--- src/rtl/xdc_pkg.sv ---
package xdc_pkg;

    typedef enum logic [0:0] {
        FS_IDLE = 1'b0,
        FS_FILL = 1'b1
    } fill_state_e;

endpackage

--- src/rtl/xdc_xlat.sv ---
module xdc_xlat #(
    parameter int VPN_W   = 8,
    parameter int PPN_W   = 4,
    parameter int ENTRIES = 4,
    parameter int IDX_W   = 2
) (
    input  logic             clk,
    input  logic             rst,
    input  logic [VPN_W-1:0] lk_vpn,
    output logic             lk_hit,
    output logic [IDX_W-1:0] lk_idx,
    output logic [PPN_W-1:0] lk_ppn,
    output logic             lk_wen,
    input  logic             mark_en,
    input  logic [IDX_W-1:0] mark_idx,
    input  logic             sw_we,
    input  logic [IDX_W-1:0] sw_idx,
    input  logic [VPN_W-1:0] sw_vpn,
    input  logic [PPN_W-1:0] sw_ppn,
    input  logic             sw_valid,
    input  logic             sw_wen,
    input  logic             sw_dirty,
    input  logic [IDX_W-1:0] rd_idx,
    output logic             rd_dirty,
    output logic [ENTRIES-1:0] dirty_vec
);

    logic [ENTRIES-1:0] valid_q;
    logic [ENTRIES-1:0] wen_q;
    logic [ENTRIES-1:0] dirty_q;
    logic [VPN_W-1:0]   vpn_q [ENTRIES];
    logic [PPN_W-1:0]   ppn_q [ENTRIES];

    // Search from the top so the lowest matching index is the one kept.
    always_comb begin
        lk_hit = 1'b0;
        lk_idx = '0;
        for (int i = ENTRIES - 1; i >= 0; i--) begin
            if (valid_q[i] && (vpn_q[i] == lk_vpn)) begin
                lk_hit = 1'b1;
                lk_idx = IDX_W'(i);
            end
        end
    end

    assign lk_ppn    = ppn_q[lk_idx];
    assign lk_wen    = wen_q[lk_idx];
    assign rd_dirty  = dirty_q[rd_idx];
    assign dirty_vec = dirty_q;

    always_ff @(posedge clk) begin
        if (rst) begin
            valid_q <= '0;
            wen_q   <= '0;
            dirty_q <= '0;
        end else begin
            for (int i = 0; i < ENTRIES; i++) begin
                if (sw_we && (sw_idx == IDX_W'(i))) begin
                    valid_q[i] <= sw_valid;
                    wen_q[i]   <= sw_wen;
                    dirty_q[i] <= sw_dirty;
                    vpn_q[i]   <= sw_vpn;
                    ppn_q[i]   <= sw_ppn;
                end else if (mark_en && (mark_idx == IDX_W'(i))) begin
                    dirty_q[i] <= 1'b1;
                end
            end
        end
    end

endmodule

--- src/rtl/xdc_lines.sv ---
module xdc_lines #(
    parameter int SET_W  = 4,
    parameter int WSEL_W = 2,
    parameter int TAG_W  = 8,
    parameter int DATA_W = 32
) (
    input  logic              clk,
    input  logic              rst,
    input  logic [SET_W-1:0]  rd_set,
    input  logic [WSEL_W-1:0] rd_word,
    output logic              rd_vld,
    output logic [TAG_W-1:0]  rd_tag,
    output logic [DATA_W-1:0] rd_data,
    input  logic              st_en,
    input  logic [SET_W-1:0]  st_set,
    input  logic [WSEL_W-1:0] st_word,
    input  logic [DATA_W-1:0] st_data,
    input  logic              ln_open,
    input  logic [SET_W-1:0]  ln_set,
    input  logic [TAG_W-1:0]  ln_tag,
    input  logic              wd_en,
    input  logic [WSEL_W-1:0] wd_idx,
    input  logic [DATA_W-1:0] wd_data,
    input  logic              ln_close
);

    localparam int SETS   = 1 << SET_W;
    localparam int CELL_W = SET_W + WSEL_W;
    localparam int CELLS  = 1 << CELL_W;

    logic [SETS-1:0]   vld_q;
    logic [TAG_W-1:0]  tag_q [SETS];
    logic [DATA_W-1:0] mem_q [CELLS];

    assign rd_vld  = vld_q[rd_set];
    assign rd_tag  = tag_q[rd_set];
    assign rd_data = mem_q[{rd_set, rd_word}];

    always_ff @(posedge clk) begin
        if (rst) begin
            vld_q <= '0;
        end else if (ln_open) begin
            vld_q[ln_set] <= 1'b0;
        end else if (ln_close) begin
            vld_q[ln_set] <= 1'b1;
        end
    end

    always_ff @(posedge clk) begin
        if (ln_open) begin
            tag_q[ln_set] <= ln_tag;
        end
    end

    always_ff @(posedge clk) begin
        if (wd_en) begin
            mem_q[{ln_set, wd_idx}] <= wd_data;
        end else if (st_en) begin
            mem_q[{st_set, st_word}] <= st_data;
        end
    end

endmodule

--- src/rtl/xdc_refill.sv ---
module xdc_refill
    import xdc_pkg::*;
#(
    parameter int SET_W  = 4,
    parameter int TAG_W  = 8,
    parameter int WSEL_W = 2,
    parameter int DATA_W = 32
) (
    input  logic              clk,
    input  logic              rst,
    input  logic              fill_start,
    input  logic [SET_W-1:0]  fill_set,
    input  logic [TAG_W-1:0]  fill_tag,
    input  logic              fill_we,
    input  logic [DATA_W-1:0] fill_data,
    output logic              ln_open,
    output logic [SET_W-1:0]  ln_set,
    output logic [TAG_W-1:0]  ln_tag,
    output logic              wd_en,
    output logic [WSEL_W-1:0] wd_idx,
    output logic [DATA_W-1:0] wd_data,
    output logic              ln_close
);

    localparam logic [WSEL_W-1:0] LAST_WORD = '1;

    fill_state_e       state_q, state_d;
    logic [SET_W-1:0]  set_q;
    logic [WSEL_W-1:0] cnt_q;

    always_ff @(posedge clk) begin
        if (rst) begin
            state_q <= FS_IDLE;
            set_q   <= '0;
            cnt_q   <= '0;
        end else begin
            state_q <= state_d;
            if (fill_start) begin
                set_q <= fill_set;
                cnt_q <= '0;
            end else if (wd_en) begin
                cnt_q <= cnt_q + 1'b1;
            end
        end
    end

    always_comb begin
        state_d  = state_q;
        ln_open  = fill_start;
        ln_set   = fill_start ? fill_set : set_q;
        ln_tag   = fill_tag;
        wd_en    = 1'b0;
        wd_idx   = cnt_q;
        wd_data  = fill_data;
        ln_close = 1'b0;
        unique case (state_q)
            FS_IDLE: begin
                if (fill_start) begin
                    state_d = FS_FILL;               // GO_FILL
                end
            end
            FS_FILL: begin
                if (fill_start) begin
                    state_d = FS_FILL;               // RESTART
                end else if (fill_we) begin
                    wd_en = 1'b1;                    // NEXT_WORD
                    if (cnt_q == LAST_WORD) begin
                        ln_close = 1'b1;
                        state_d  = FS_IDLE;          // LAST_WORD
                    end
                end
            end
            default: state_d = FS_IDLE;
        endcase
    end

endmodule

--- src/rtl/xlat_dcache.sv ---
module xlat_dcache #(
    parameter int VADDR_W     = 20,
    parameter int PAGE_W      = 12,
    parameter int PADDR_W     = 16,
    parameter int TLB_ENTRIES = 4,
    parameter int SETS        = 16,
    parameter int LINE_WORDS  = 4,
    parameter int DATA_W      = 32,
    localparam int VPN_W  = VADDR_W - PAGE_W,
    localparam int PPN_W  = PADDR_W - PAGE_W,
    localparam int BYTE_W = $clog2(DATA_W / 8),
    localparam int WSEL_W = $clog2(LINE_WORDS),
    localparam int SET_W  = $clog2(SETS),
    localparam int TAG_W  = PADDR_W - SET_W - WSEL_W - BYTE_W,
    localparam int IDX_W  = $clog2(TLB_ENTRIES)
) (
    input  logic               clk,
    input  logic               rst,
    input  logic               req_valid,
    input  logic               req_store,
    input  logic [VADDR_W-1:0] req_vaddr,
    input  logic [DATA_W-1:0]  req_wdata,
    output logic               rsp_valid,
    output logic               rsp_hit,
    output logic               rsp_tlb_miss,
    output logic               rsp_prot_fault,
    output logic [DATA_W-1:0]  rsp_rdata,
    input  logic               tlbw_en,
    input  logic [IDX_W-1:0]   tlbw_idx,
    input  logic [VPN_W-1:0]   tlbw_vpn,
    input  logic [PPN_W-1:0]   tlbw_ppn,
    input  logic               tlbw_valid,
    input  logic               tlbw_wen,
    input  logic               tlbw_dirty,
    input  logic [IDX_W-1:0]   dq_idx,
    output logic               dq_dirty,
    input  logic               fill_start,
    input  logic [SET_W-1:0]   fill_set,
    input  logic [TAG_W-1:0]   fill_tag,
    input  logic               fill_we,
    input  logic [DATA_W-1:0]  fill_data
);

    logic                   lk_hit, lk_wen;
    logic [IDX_W-1:0]       lk_idx;
    logic [PPN_W-1:0]       lk_ppn;
    logic [PADDR_W-1:0]     paddr;
    logic [SET_W-1:0]       pa_set;
    logic [WSEL_W-1:0]      pa_word;
    logic [TAG_W-1:0]       pa_tag;
    logic                   rd_vld;
    logic [TAG_W-1:0]       rd_tag;
    logic [DATA_W-1:0]      rd_data;
    logic                   line_hit, store_ok, fault_now;
    logic [TLB_ENTRIES-1:0] pg_dirty;
    logic                   ln_open, wd_en, ln_close;
    logic [SET_W-1:0]       ln_set;
    logic [TAG_W-1:0]       ln_tag;
    logic [WSEL_W-1:0]      wd_idx;
    logic [DATA_W-1:0]      wd_data;
    logic                   unused_byte_sel;

    assign unused_byte_sel = ^paddr[BYTE_W-1:0];

    xdc_xlat #(
        .VPN_W(VPN_W), .PPN_W(PPN_W), .ENTRIES(TLB_ENTRIES), .IDX_W(IDX_W)
    ) u_xlat (
        .clk(clk), .rst(rst),
        .lk_vpn(req_vaddr[VADDR_W-1:PAGE_W]),
        .lk_hit(lk_hit), .lk_idx(lk_idx), .lk_ppn(lk_ppn), .lk_wen(lk_wen),
        .mark_en(store_ok), .mark_idx(lk_idx),
        .sw_we(tlbw_en), .sw_idx(tlbw_idx), .sw_vpn(tlbw_vpn), .sw_ppn(tlbw_ppn),
        .sw_valid(tlbw_valid), .sw_wen(tlbw_wen), .sw_dirty(tlbw_dirty),
        .rd_idx(dq_idx), .rd_dirty(dq_dirty), .dirty_vec(pg_dirty)
    );

    assign paddr   = {lk_ppn, req_vaddr[PAGE_W-1:0]};
    assign pa_word = paddr[BYTE_W +: WSEL_W];
    assign pa_set  = paddr[BYTE_W + WSEL_W +: SET_W];
    assign pa_tag  = paddr[PADDR_W-1 -: TAG_W];

    assign line_hit  = lk_hit && rd_vld && (rd_tag == pa_tag);
    assign fault_now = req_valid && req_store && lk_hit && !lk_wen;
    assign store_ok  = req_valid && req_store && lk_hit && lk_wen;

    xdc_refill #(
        .SET_W(SET_W), .TAG_W(TAG_W), .WSEL_W(WSEL_W), .DATA_W(DATA_W)
    ) u_refill (
        .clk(clk), .rst(rst),
        .fill_start(fill_start), .fill_set(fill_set), .fill_tag(fill_tag),
        .fill_we(fill_we), .fill_data(fill_data),
        .ln_open(ln_open), .ln_set(ln_set), .ln_tag(ln_tag),
        .wd_en(wd_en), .wd_idx(wd_idx), .wd_data(wd_data), .ln_close(ln_close)
    );

    xdc_lines #(
        .SET_W(SET_W), .WSEL_W(WSEL_W), .TAG_W(TAG_W), .DATA_W(DATA_W)
    ) u_lines (
        .clk(clk), .rst(rst),
        .rd_set(pa_set), .rd_word(pa_word),
        .rd_vld(rd_vld), .rd_tag(rd_tag), .rd_data(rd_data),
        .st_en(store_ok && line_hit), .st_set(pa_set), .st_word(pa_word),
        .st_data(req_wdata),
        .ln_open(ln_open), .ln_set(ln_set), .ln_tag(ln_tag),
        .wd_en(wd_en), .wd_idx(wd_idx), .wd_data(wd_data), .ln_close(ln_close)
    );

    always_ff @(posedge clk) begin
        if (rst) begin
            rsp_valid      <= 1'b0;
            rsp_hit        <= 1'b0;
            rsp_tlb_miss   <= 1'b0;
            rsp_prot_fault <= 1'b0;
            rsp_rdata      <= '0;
        end else begin
            rsp_valid      <= req_valid;
            rsp_hit        <= req_valid && line_hit && !fault_now;
            rsp_tlb_miss   <= req_valid && !lk_hit;
            rsp_prot_fault <= fault_now;
            rsp_rdata      <= (req_valid && !req_store && line_hit) ? rd_data : '0;
        end
    end

endmodule

--- config.mk ---
export PLATFORM = sky130hd
export DESIGN_NAME = xlat_dcache
export DESIGN_NICKNAME = d
export VERILOG_FILES = /design/src/rtl/xdc_pkg.sv /design/src/rtl/xdc_xlat.sv /design/src/rtl/xdc_lines.sv /design/src/rtl/xdc_refill.sv /design/src/rtl/xlat_dcache.sv
export SDC_FILE = /design/constraint.sdc
export NUM_CORES = 2
export LEC_CHECK = 0
export BUFFER_PORTS_ARGS = -buffer_cell sky130_fd_sc_hd__buf_4
export CAP_MARGIN = 5
export CELL_PAD_IN_SITES_DETAIL_PLACEMENT = 1
export CELL_PAD_IN_SITES_GLOBAL_PLACEMENT = 1
export CORE_UTILIZATION = 50
export CTS_CLUSTER_DIAMETER = 40
export DETAILED_ROUTE_END_ITERATION = 7
export GPL_ROUTABILITY_DRIVEN = 0
export GPL_TIMING_DRIVEN = 1
export PLACE_DENSITY = 0.69
export SYNTH_ARGS = -nofsm -noshare
export SYNTH_HDL_FRONTEND = slang
export SYNTH_SLANG_ARGS = --single-unit
--- constraint.sdc ---
create_clock -name clk -period 14.55 [get_ports clk]
set_input_delay 1.455 -clock clk [delete_from_list [all_inputs] [get_ports clk]]
set_output_delay 1.455 -clock clk [all_outputs]
set_load 0.02 [all_outputs]
==> Word-level counts from Yosys, hierarchy flattened <==
Memories as Yosys holds them, arrays and structs flattened. A register that Yosys moved wholly into a read port is not among the register bits.
Index checks and enable logic that the tools add are counted.
{ "op_classes": {"addsub": 1, "magnitude_cmp": 5, "n_eq_ne": 12, "n_mux": 78, "bitwise": 5, "reduce_logical": 45} }
{ "ops": {"columns": ["operator", "n"], "rows": [
  ["$mux W1", 52],
  ["$eq A8 B8 Y1", 5],
  ["$mux W16", 2],
  ["$mux W32", 1],
  ["$reduce_or A32 Y1", 1],
  ["$logic_and A1 B1 Y1", 25],
  ["$mux W8", 3],
  ["$reduce_or A8 Y1", 3],
  ["$mux W2", 10],
  ["$and A16 B16 Y16", 1],
  ["$mux W4", 4],
  ["$not A16 Y16", 1],
  ["$or A16 B16 Y16", 1],
  ["$reduce_or A4 Y1", 3],
  ["$eq A2 B2 Y1 const B", 5],
  ["$lt A4 B5 Y1 const B", 2],
  ["$reduce_bool A2 Y1", 5],
  ["$lt A2 B3 Y1 const B", 2],
  ["$mux W6", 1],
  ["$bmux W1 S2", 2],
  ["$bmux W1 S4", 1],
  ["$demux W1 S4", 1],
  ["$eq A2 B1 Y1 const B", 2],
  ["$ge A4 B1 Y1 const B", 1],
  ["other kinds (6)", 12]
]} }
{ "word_totals": {"regBits": 39, "ramBits": 2224, "out_inout_bits": 37, "word_cells": 170, "memories": 4} }
{ "mem_list": {"columns": ["memory", "words", "word_bits", "rd", "rd_clocked_by_memory_dff", "write_ports", "line_no", "rtl"], "rows": [
  ["u_lines.mem_q", 64, 32, 1, 1, 1, "xdc_lines.sv:33", "logic [DATA_W-1:0] mem_q [CELLS];"],
  ["u_lines.tag_q", 16, 8, 1, 0, 1, "xdc_lines.sv:32", "logic [TAG_W-1:0] tag_q [SETS];"],
  ["u_xlat.vpn_q", 4, 8, 4, 0, 1, "xdc_xlat.sv:31", "logic [VPN_W-1:0] vpn_q [ENTRIES];"],
  ["u_xlat.ppn_q", 4, 4, 1, 0, 1, "xdc_xlat.sv:32", "logic [PPN_W-1:0] ppn_q [ENTRIES];"]
]} }

==> Logic depth before layout (Yosys ltp) <==
{ "logic_depth": {"ltp_word": 15, "mapped_depth": 12, "ltp_nobuf": 9} }

==> Modules after synthesis <==
A second synthesis with hierarchy kept.
{ "hier_totals": {"cells_unflattened": 3933, "hier_area_um2": 89074.2} }
{ "modules_own_cells": {"columns": ["module", "instances", "cells_each", "area_per_inst_um2", "seq_area_each_um2"], "rows": [
  ["xdc_lines", 1, 3550, 84264.6, 65663.0],
  ["xdc_xlat", 1, 178, 2565.0, 1681.6],
  ["xlat_dcache", 1, 136, 1607.8, 720.7],
  ["xdc_refill", 1, 69, 636.9, 140.1]
]} }

==> Worst setup path after synthesis <==
OpenSTA, ideal clock, no wires.
{ "synth_path": {"path_kind": "input-to-reg", "from": "in req_vaddr[4]", "to": "mem u_lines.mem_q[2][0] (enable)", "setup_ns": 0.466, "arrival_time_ns": 6.246, "path_slack_ns": 7.839, "cell_stages": 10, "n_path_buf": 4, "path_cell_list": "clkbuf_1 -> buf_2 -> buf_2 -> mux4_2 -> mux4_2 -> xnor2_1 -> nor2_1 -> nand3_4 -> buf_6 -> o21ai_0"} }
{ "synth_via": {"elab_chain_cells": 10, "elab_cells_between_ends": 13} }
{ "synth_lines": {"columns": ["item", "line_no", "rtl"], "rows": [
  ["from (decl)", "xlat_dcache.sv:21", "input logic [VADDR_W-1:0] req_vaddr,"],
  ["branches (longest 10 deep; another with $mem_v2 Z16 W8)", null, null],
  ["to (decl)", "xdc_lines.sv:33", null]
]} }
Parallel ways; which one is timed is not known. The select of a mux whose other input is x is not followed.

==> Final worst setup path <==
{ "layout_path": {"from": "in req_vaddr[5]", "to": "mem u_lines.mem_q[58][15] (enable)"} }
Same word-level chain as after synthesis.

==> impl_metrics.ini <==
[outcome]
status = finished clean

[cells_and_area]
final_common_cell = edfxtp_1
finish.utilization = 0.591
fillerInstances = 14200
drive_gt1_frac = 0.362
fin_nets = 4235
area_growth_pct = 17.0
antenna_cells = 0
final_cell_mix = 2,224 x edfxtp_1, 710 x mux4_2, 310 x clkbuf_16

[timing]
post-route-period-util = 0.485
grt_setup_unrepaired = no
setup_ws_ns = 7.50
finalSetupViolCount = 0
slew_viol_final = 0
finalClockSkew_ns = 0.0417
relSlewSlack = 0.116
fmax_mhz = 142
hold_violations = 0
min_period_ns = 7.05
fin_tns_setup_ns = 0
worst_pin_slew_ns = 1.32

[clock_network]
cts_root_buffer = clkbuf_16
cts_buffers = 304
postCtsSetupRepairBufs = 0
clock_path_buffers = 4
hold_buffers = 0
clkSinkCount = 2295
htree_levels = 5
clk_pin_slew_ns = 0.06
cts_resized = 0
clkLatencyLatePin_ns = 0.93
cts_tree = yes

[placed_design]
place_ws_ns = 6.63
dp_hpwl_um = 127000
portBuffers = 156

[critical_path]
max_stage_delay_ns = 1.22
critPathKind = primary input to flip-flop
rr_startpoint = u_xlat.vpn_q[3][4]$_DFFE_PP_
cp_data_required_time_ns = 15.09
rrSetupSlack_ns = 8.21
crit_path_max_fanout = 86
cp_cell_sequence = buf_8 -> buf_12 -> nor2b_1 -> o2bb2ai_1 -> a221oi_1 -> xnor2_1 -> and3_1 -> o21ai_0 -> nor4_4 -> buf_4 -> nand4_2 -> a21oi_4 -> buf_4
end_kind = flip-flop
startpoint_type = primary input
crit_path_top_delay_cell = a21oi_4
arrival_ns = 7.59
critPathLaunch = req_vaddr[5]
path_common_cell = buf_4

[global_route]
grt_pass1_wl_um = 335000
antenna_found_initial = 9
grt_pass1_vias = 44700
grt_usage = 0.269
grt_overflow = 0
grt_max_degree = 118

[detailed_routing]
drt_pre_antenna_iters = 6
drt_wl_total_um = 238000
vias = 42900
ant_nets = 0
wl_per_cell_um = 35.8
post-route-drc-count = 0
drt-initial-drc-count = 5203
vias_per_cell = 6.44

[pwr]
ir_worst_vdd_mv = 0.137
seqPwrFrac = 0.482
p_comb_frac = 0.041
leakage_nw = 32.4
powerDensity_nw_per_um2 = 146
p_clk_frac = 0.478
switchingPower_mw = 3.19
intPower_mw = 11.9
switching_share = 0.211

[floorplan]
fp-row-count = 153
dieArea_sq_um = 178000
initial_core_util = 0.505
die_w_um = 422
coreArea_sq_um = 175000
num_io_pins = 159
die_h_um = 422

[logic_synthesis]
synthArstFlopShare = 0
postSynthAreaPerCell_sq_um = 23.8
synthCells = 3702
synth_seq_cells = 2295
ys_warn_count = 0
synth_edf_count = 2224
synth_area_sq_um = 88200
synth_cell_type_count = 58
syn_nets = 3825
synthFlopType = edfxtp_1
synth_seq_area_share = 0.773

[hold_path]
hp-class = flip-flop to flip-flop
min_from = u_xlat.valid_q[0]$_SDFFE_PP0P_

[run]
cap_violations = 0
-- synth_stat cells (2+ instances only) --
cell type / count / area (sq um)
edfxtp_1: 2224 / 66800
mux4_2: 710 / 16000
clkbuf_1: 142 / 533
a21oi_1: 85 / 425
nand2_1: 75 / 282
dfxtp_1: 71 / 1420
nor2_1: 62 / 233
buf_1: 34 / 128
and4_1: 33 / 289
mux2_1: 29 / 327
nor3_1: 27 / 135
xor2_1: 23 / 201
xnor2_1: 20 / 175
mux2i_1: 19 / 190
nand3_1: 12 / 60.1
buf_2: 9 / 45.0
inv_1: 9 / 33.8
mux2_2: 9 / 101
nor2b_1: 9 / 56.3
nand4_1: 8 / 50.1
o21ai_0: 8 / 40.0
a31oi_1: 7 / 43.8
and3_1: 7 / 43.8
and2_1: 6 / 37.5
nand4_2: 6 / 75.1
nand2b_1: 5 / 31.3
a221oi_1: 4 / 35.0
a22oi_1: 4 / 30.0
nand3b_1: 4 / 30.0
buf_6: 3 / 33.8
o21a_1: 3 / 22.5
o22ai_1: 3 / 18.8
a211oi_1: 2 / 15.0
buf_4: 2 / 15.0
nor4_1: 2 / 12.5
nor4_4: 2 / 42.5
o311ai_0: 2 / 17.5
or3_1: 2 / 12.5
-- layer usage --
metal  vias up  GRT usage  part of all wire  wire length [um]
met1     23500      0.373              0.39             94100
met2      2162      0.435              0.49            117000
met4         2     0.0847             0.029              6940
met5         -          0          0.000084                20
met3       392     0.0545             0.084             20100
li1      16900          -                 -                 -
-- worst max-delay path: cells and delay by family --
family,cells,cell delay (ns)
xor gates and xnor gates,1,0.16
AOI/OAI and AO/OA,4,1.65
and+or+nand+nor,4,1.60
buffers and inverters,4,2.51
-- state kept, by name, indices dropped and copies added (netlist names), 4 cells and up, named ones only --
| signal | flops |
|---|---|
| u_xlat.ppn_q | 16 |
| u_lines.mem_q | 2048 |
| u_xlat.vpn_q | 32 |
| rsp_rdata | 32 |
| u_refill.set_q | 4 |
| u_xlat.wen_q | 4 |
| u_xlat.dirty_vec | 4 |
| u_xlat.valid_q | 4 |
| u_lines.tag_q | 128 |
-- final timing paths --
path | end | cells past startpoint
max | u_lines.mem_q[58][15]$_DFFE_PP_ | 13
min | u_xlat.valid_q[0]$_SDFFE_PP0P_ | 2
max reg2reg | u_lines.mem_q[58][15]$_DFFE_PP_ | 11
min reg2reg | u_xlat.valid_q[0]$_SDFFE_PP0P_ | 2
-- cell type report --
type	instances	area (sq um)	share of cell area
Multi-Input combinational cell	1208	20000	0.194
Sequential cell	2295	68200	0.661
Tap cell	2325	2910	0.0282
Clock inverter	175	1770	0.0172
Inverter	9	41.3	0.000400
Clock buffer	350	7980	0.0773
Timing Repair Buffer	294	2300	0.0223
-- power groups by stage --
stage | Sequential [mW] | Clock, mW | Combinational [mW]
6_report | 7.26 | 7.20 | 0.613
2_1_floorplan | 7.40 | 0 | 0.393
4_1_cts | 7.26 | 7.30 | 0.619
3_5_place_dp | 7.40 | 0 | 0.617
3_3_place_gp | 7.40 | 0 | 0.603
5_1_grt | 7.26 | 7.54 | 0.649
-- through the flow --
| stage | cells | instance area [sq um] | hold WS (ns) | total power, mW |
|---|---|---|---|---|
| finish | 6656 | 103000 | 0.505 | 15.1 |
| global route | 6656 | 103000 | 0.524 | 15.4 |
| CTS | 6655 | 103000 | 0.503 | 15.2 |
| detailed placement | 6130 | 93400 | 0.492 | 8.02 |
| global placement | 6130 | 93400 | 0.468 | 8.00 |
| floorplan | 3702 | 88200 | 0.455 | 7.79 |
-- cell families after synthesis --
family / after synthesis / synth area share
AND/OR/NAND/NOR: 265 / 0.0164
flip-flops: 2295 / 0.773
AO/OA/AOI/OAI: 132 / 0.00885
XOR/XNOR: 43 / 0.00427
buffers and inverters: 199 / 0.00894
multiplexers: 767 / 0.188
adder cells (fa/ha/maj): 1 / 0.000142
Note: power is estimated with default switching activity, not from simulation.
